`src/rtl/pbscale_pkg.sv`:
```
package pbscale_pkg;

    // Widest supported division is 2**MAX_SHIFT
    localparam int unsigned MAX_SHIFT = 3;
    localparam int unsigned RATIO_W   = 2;
    localparam int unsigned CNT_W     = MAX_SHIFT;

    typedef enum logic [RATIO_W-1:0] {
        PB_DIV1 = 2'd0,
        PB_DIV2 = 2'd1,
        PB_DIV4 = 2'd2,
        PB_DIV8 = 2'd3
    } pb_ratio_e;

    typedef struct packed {
        logic             roll;
        logic [CNT_W-1:0] phase;
    } phase_t;

    typedef struct packed {
        logic ready;
        logic stall;
    } rd_resp_t;

    // Last phase value of a period for the given ratio (period minus one)
    function automatic logic [CNT_W-1:0] ratio_term(pb_ratio_e r);
        logic [CNT_W:0] per;
        logic [CNT_W:0] lim;
        per = (CNT_W+1)'(1) << r;
        lim = per - (CNT_W+1)'(1);
        return lim[CNT_W-1:0];
    endfunction

endpackage

```
`src/rtl/pbscale_ratio.sv`:
```
module pbscale_ratio
    import pbscale_pkg::*;
#(
    parameter int unsigned CTRL_W    = 32,
    parameter int unsigned FIELD_LSB = 19
) (
    input  logic              clk,
    input  logic              rst,
    input  logic [CTRL_W-1:0] ctrl,
    input  logic              roll,
    output pb_ratio_e         act
);
    localparam int unsigned FIELD_MSB = FIELD_LSB + RATIO_W - 1;

    pb_ratio_e req;
    pb_ratio_e act_q;

    assign req = pb_ratio_e'(ctrl[FIELD_MSB:FIELD_LSB]);

    // New ratio is adopted only at the boundary of a period
    always_ff @(posedge clk) begin
        if (rst) begin
            act_q <= PB_DIV1;
        end else if (roll) begin
            act_q <= req;
        end
    end

    assign act = act_q;

endmodule

```
`src/rtl/pbscale_phase.sv`:
```
module pbscale_phase
    import pbscale_pkg::*;
(
    input  logic      clk,
    input  logic      rst,
    input  pb_ratio_e act,
    output phase_t    ph
);
    logic [CNT_W-1:0] cnt_q;
    logic [CNT_W-1:0] term;
    logic             at_term;

    assign term    = ratio_term(act);
    assign at_term = (cnt_q == term);

    always_ff @(posedge clk) begin
        if (rst) begin
            cnt_q <= '0;
        end else if (at_term) begin
            cnt_q <= '0;
        end else begin
            cnt_q <= cnt_q + CNT_W'(1);
        end
    end

    assign ph.roll  = at_term;
    assign ph.phase = cnt_q;

endmodule

```
`src/rtl/pbscale_rdgate.sv`:
```
module pbscale_rdgate
    import pbscale_pkg::*;
(
    input  logic     rd_req,
    input  logic     edge_now,
    output rd_resp_t resp
);
    // A read finishes only on a peripheral edge; otherwise it waits
    always_comb begin
        resp.ready = rd_req & edge_now;
        resp.stall = rd_req & ~edge_now;
    end

endmodule

```
`src/rtl/pbscale_top.sv`:
```
module pbscale_top
    import pbscale_pkg::*;
#(
    parameter int unsigned CTRL_W    = 32,
    parameter int unsigned FIELD_LSB = 19
) (
    input  logic              clk,
    input  logic              rst,
    input  logic [CTRL_W-1:0] osc_ctrl,
    input  logic              rd_req,
    output logic              rd_ready,
    output logic              rd_stall,
    output logic              pb_en
);
    pb_ratio_e act_ratio;
    phase_t    ph;
    rd_resp_t  resp;

    pbscale_ratio #(
        .CTRL_W    (CTRL_W),
        .FIELD_LSB (FIELD_LSB)
    ) u_ratio (
        .clk  (clk),
        .rst  (rst),
        .ctrl (osc_ctrl),
        .roll (ph.roll),
        .act  (act_ratio)
    );

    pbscale_phase u_phase (
        .clk (clk),
        .rst (rst),
        .act (act_ratio),
        .ph  (ph)
    );

    pbscale_rdgate u_rdgate (
        .rd_req   (rd_req),
        .edge_now (ph.roll),
        .resp     (resp)
    );

    assign pb_en    = ph.roll;
    assign rd_ready = resp.ready;
    assign rd_stall = resp.stall;

endmodule

```
`config.mk`:
```
export PLATFORM = sky130hd
export DESIGN_NAME = pbscale_top
export DESIGN_NICKNAME = d
export VERILOG_FILES = /design/src/rtl/pbscale_pkg.sv /design/src/rtl/pbscale_ratio.sv /design/src/rtl/pbscale_phase.sv /design/src/rtl/pbscale_rdgate.sv /design/src/rtl/pbscale_top.sv
export SDC_FILE = /design/constraint.sdc
export NUM_CORES = 1
export LEC_CHECK = 0
export BUFFER_PORTS_ARGS = -buffer_cell sky130_fd_sc_hd__buf_2
export CAP_MARGIN = 10
export CORE_AREA = 3 3 40 42
export CTS_BUF_LIST = sky130_fd_sc_hd__clkbuf_16
export CTS_CLUSTER_DIAMETER = 100
export DETAILED_ROUTE_END_ITERATION = 10
export DIE_AREA = 0 0 43 45
export GPL_TIMING_DRIVEN = 0
export RECOVER_POWER = 50
export SLEW_MARGIN = 20
export SYNTH_ARGS = -nofsm -noshare
export SYNTH_HDL_FRONTEND = slang
export SYNTH_SLANG_ARGS = --single-unit
```
`constraint.sdc`:
```
create_clock -name clk -period 1.35 [get_ports clk]
set_clock_uncertainty 0.05 [all_clocks]
set_input_delay 0.0675 -clock clk [delete_from_list [all_inputs] [get_ports clk]]
set_output_delay 0.0675 -clock clk [all_outputs]
set_load 0.005 [all_outputs]
```
=== Yosys cells after proc, flatten, opt, wreduce, memory -nomap -nowiden ===
Cells that the tools add are included.

* Add/subtract/negate cells: 2
* $mul: 0
* Div/mod/pow operators: 0
* Order comparisons: 0
* Equality and inequality tests: 1
* Shift-type cells: 1
* Muxes and demuxes: 0
* Bitwise gates (word level): 3
* Reduce and logical (&&, ||, !) cells: 1

{| class="wikitable"
|+ Operators with widths
! operator !! number
|-
| adder 3 x 1 -> 3 bit (second input constant) || 1
|-
| equality test 3 bit || 1
|-
| left shift 1 x 2 -> 3 bit (first input constant) || 1
|-
| subtractor 3 x 1 -> 3 bit (second input constant) || 1
|-
| bitwise AND 1 bit || 2
|-
| OR reduction 2 bit || 1
|-
| NOT 1 bit || 1
|}

* Register bits: 5
* Bits in latches: 0
* RAM bits: 0
* ROM bits: 0
* Input bits: 35
* Memories kept: 0

=== Logic depth before layout (Yosys ltp) ===
* Depth in word-level cells: 5
* Depth in mapped cells: 5

=== Hierarchy ===
Synthesis repeated with hierarchy kept, for this count alone.

* Cells, all modules: 27
* Area, all modules: 261.5 um^2

{| class="wikitable"
|+ Modules (own cells, without submodules)
! module !! instances !! cells an instance !! area each (um^2) !! seq. area each (um^2)
|-
| pbscale_phase || 1 || 19 || 177.7 || 60.1
|-
| pbscale_ratio || 1 || 6 || 67.6 || 40.0
|-
| pbscale_rdgate || 1 || 2 || 16.3 || 0.0
|}

=== Worst setup path before layout ===
Ideal clock, no wire load.

* Kind: register -> output
* Start point: register u_ratio.act_q[1] (netlist: u_ratio.act[1])
* End point: output rd_ready
* Data arrival time: 1.204 ns
* Required time: 1.233 ns
* Setup slack: 0.029 ns
* Stages on the path, launching flop included: 6
* Buffers on the path: 0
* Cells stage by stage: dfxtp_1 -> or3_1 -> nor3_2 -> a211oi_4 -> inv_2 -> and2_1

* Cells in the longest elaborated chain, start to end: 4

{| class="wikitable"
|+ RTL lines
! element !! RTL line !! source
|-
| start: declaration || pbscale_ratio.sv:16 || <nowiki>pb_ratio_e act_q;</nowiki>
|-
| start signal: assignment || pbscale_ratio.sv:25 || <nowiki>act_q <= req;</nowiki>
|-
| left shift 1 x 2 -> 3 bit || pbscale_pkg.sv:29 || <nowiki>per = (CNT_W+1)'(1) << r;</nowiki>
|-
| subtractor 3 x 1 -> 3 bit || pbscale_pkg.sv:30 || <nowiki>lim = per - (CNT_W+1)'(1);</nowiki>
|-
| equality test 3 bit || pbscale_phase.sv:14 || <nowiki>assign at_term = (cnt_q == term);</nowiki>
|-
| named net pb_en || pbscale_top.sv:13 || <nowiki>output logic pb_en</nowiki>
|-
| bitwise AND 1 bit || pbscale_rdgate.sv:10 || <nowiki>resp.ready = rd_req & edge_now;</nowiki>
|-
| end: declaration || pbscale_top.sv:11 || <nowiki>output logic rd_ready,</nowiki>
|}

The timed path passes the listed nets, and every way through them passes these cells.

=== Final worst setup path ===
* Start point: register u_ratio.act_q[0] (netlist: u_ratio.act[0])
* End point: output rd_ready

* Cells in the longest elaborated chain, start to end: 4

{| class="wikitable"
|+ RTL lines
! element !! RTL line
|-
| left shift 1 x 2 -> 3 bit || pbscale_pkg.sv:29
|-
| subtractor 3 x 1 -> 3 bit || pbscale_pkg.sv:30
|-
| equality test 3 bit || pbscale_phase.sv:14
|-
| bitwise AND 1 bit || pbscale_rdgate.sv:10
|}

Every way passes these cells.

==> results.cfg <==
[logic_synthesis]
synth_top_area_share_pct = 36.2
ys_ff_latch = 5
synth_warnings = 0
syn_area_um2 = 277
seq_area_frac_synth_pct = 36.2
synthesis.nets = 62
avgSynthCellArea_um2 = 10.6
synth_top_cell_by_area = dfxtp_1
synthTopCellsByArea = dfxtp_1 36%, a211oi_4 7.2%, mux2i_1 7.2%, nor3_2 7.2%, nand2b_1 6.8%
synth_cell_types = 17
synthCells = 26

[power]
internal-power_mw = 1.09
p_seq_share_pct = 18.1
combPwrFrac_pct = 50.9
switching_power_mw = 0.438
peakVddDrop_uv = 1450
p_clk_share_pct = 31.0
leakage_nw = 0.214
p_sw_share_pct = 28.6
powerDensity_nw_per_um2 = 3130

[timing]
drv_slew = 0
finalCritPeriodShare_pct = 120
period_minus_slack_ns = 1.62
worst_slack_ns = -0.266
hold_viol_final = 0
worst_pin_slew_ns = 0.315
finalSetupViolations = 7
rsz0062_at_grt = true
max_freq_mhz = 619
slew-limit-headroom_pct = 79.0
timing.hold.ws_ns = 0.0359

[min_path]
hp-class = primary input to flip-flop
worstHoldStart = osc_ctrl[19]
hold_end = u_ratio.act[0]
hold_path_depth = 3

[floorplanning]
die_x_um = 43
ios = 38
fp.dieArea_um2 = 1940
die_y_um = 45
rows = 13
core_region_area_um2 = 1280
start_util_pct = 21.5

[global_routing]
gr-total-overflow = 0
grt_pass1_wl_um = 938
grt_pass1_vias = 235
grt_max_degree = 8
gr-usage-all-layers_pct = 6.93
antenna_found_initial = 0

[layout]
drive_gt1_share_pct = 65.1
fin_nets = 80
antenna-diode-count = 0
fill_cells = 117
area_growth_pct = 76.5

[clocking]
cts.clk_slew.worst_paths_ns = 0.03
clkLatencyLatePin_ns = 0.22
cts_root_buf = clkbuf_16
cts_buffers = 3
clk_path_buf_depth = 2
cts_tree = built
cts.sinks = 5
cts-htree-levels = 1
ctsHoldBuffers = 0

[critical_path]
reg2reg_depth = 7
cp_cell_sequence = xnor2_1 -> and3_4 -> a211oi_4 -> inv_2 -> and2_1 -> buf_2
critPathCaptureType = primary output
max_stage_delay_ns = 0.33
critical_path.slowest_cell = dfxtp_4
r2r_end = u_phase.cnt_q[2]
cp.arrival_ns = 1.50
path_max_fanout = 4
required_ns = 1.23
cp-start-kind = flip-flop
crit_type = flip-flop to primary output
r2r_setup_slack_ns = -0.18
worst_r2r_startpoint = u_ratio.act[0]

[routing]
drt_iter0_drc = 3
antenna_left = 0
vias_per_cell = 3.98
dr_total_vias = 231
drt-total-wl_um = 571
drt_first_pass_iters = 2
wl_per_cell_um = 9.84
drc = 0

[place]
io_buffers = 7
gp_congestion = 0.720
dp_slack_ns = -0.158
dpl.hpwl_um = 377

[outcome]
violations = setup timing
status = finished with violations

[flow_run]
cap_violations = 0
sequential cells by signal (all words and copies together) (netlist names):
signal         count
u_ratio.act        2
u_phase.cnt_q      3
worst max path at each step:
stage,from,end,slack [ns],cells past startpoint
finish,u_ratio.act[0],rd_ready,-0.27,6
global route,u_ratio.act[0],rd_ready,-0.33,6
CTS,u_ratio.act[0],rd_ready,-0.27,6
detailed placement,u_ratio.act[0],rd_ready,-0.16,6
global placement,u_ratio.act[0],rd_ready,-0.14,6
floorplan,u_ratio.act[1],rd_ready,0.03,5
per-stage QoR:
stage | instances | cell area, um2 | power [mW] | utilization [%] | TNS [ns]
after floorplan | 26 | 277 | 0.564 | - | 0
after global placement | 48 | 330 | 0.673 | 25.7 | -0.305
after detailed placement | 48 | 330 | 0.680 | 25.7 | -0.406
after CTS | 56 | 473 | 1.45 | 36.8 | -0.976
after global routing | 58 | 488 | 1.63 | 38.0 | -1.52
final | 58 | 488 | 1.53 | 38.0 | -1.06
power by group through the flow:
stage | Combinational (mW) | Sequential [mW] | Clock (mW)
after detailed placement | 0.415 | 0.265 | 0
final | 0.778 | 0.277 | 0.474
after CTS | 0.691 | 0.273 | 0.481
after floorplan | 0.313 | 0.251 | 0
after global placement | 0.411 | 0.262 | 0
after global routing | 0.846 | 0.282 | 0.497
cell type report:
type                    instances  area, um2  area share, %
well taps                      15       18.8           3.85
inverters                       1       3.75          0.769
flip-flops and latches          5        106           21.8
repair buffers                 13       92.6           19.0
multi-input cells              20        188           38.5
clock buffers                   3       75.1           15.4
clock inverters                 1       3.75          0.769
cells by family (layout without fill, tap and decap cells):
logic type	Yosys count	count (layout)	share of synthesized area (%)
AND/OR/NAND/NOR	14	14	37.1
flip-flops	5	5	36.2
multiplexers	2	2	7.24
buffers and inverters	1	18	1.36
AO/OA/AOI/OAI	1	1	7.24
adder cells (fa/ha/maj)	1	1	4.52
XOR/XNOR	2	2	6.34
critical path, delay by kind of cell (launching register included):
| family | cells | cell delay (ns) |
|---|---|---|
| flip-flops | 1 | 0.33 |
| buffers and inverters | 2 | 0.20 |
| XOR/XNOR | 1 | 0.13 |
| AO/OA/AOI/OAI | 1 | 0.31 |
| AND/OR/NAND/NOR | 2 | 0.31 |
timing repair:
action,in CTS,in global routing
hold endpoints to repair,0,0
resized for setup,10,0
setup endpoints to repair,6,5
buffers inserted,4,2
pin swaps,4,1
cell usage after synthesis:
| library cell | count |
|---|---|
| and2_2 | 1 |
| xnor2_1 | 2 |
| or2b_1 | 1 |
| inv_2 | 1 |
| a211oi_4 | 1 |
| nand2b_1 | 3 |
| and2_1 | 1 |
| nor3_1 | 1 |
| mux2i_1 | 2 |
| and3_4 | 1 |
| dfxtp_1 | 5 |
| nand2_1 | 1 |
| nor3_2 | 2 |
| or3_1 | 1 |
| ha_1 | 1 |
| nor2_1 | 1 |
| nor3b_2 | 1 |
per-layer routing:
layer / vias up / global-route usage, % / share of wire (%)
met5: - / 0 / 0
met4: 0 / 3.61 / 0
met1: 104 / 6.33 / 41
li1: 121 / - / -
met3: 0 / 3.59 / 4.4
met2: 6 / 12.6 / 54
cell usage in the layout, fill, tap and decap left out, drive strengths merged:
cell / synthesis / final
mux2i: 2 / 2
nor2: 1 / 1
clkbuf: 0 / 3
a211oi: 1 / 1
nor3: 3 / 3
dfxtp: 5 / 5
xnor2: 2 / 2
nor3b: 1 / 1
or3: 1 / 1
ha: 1 / 1
buf: 0 / 13
inv: 1 / 2
and3: 1 / 1
nand2b: 3 / 3
or2b: 1 / 1
and2: 2 / 2
nand2: 1 / 1
No activity file was read; power rests on OpenSTA's default activity.
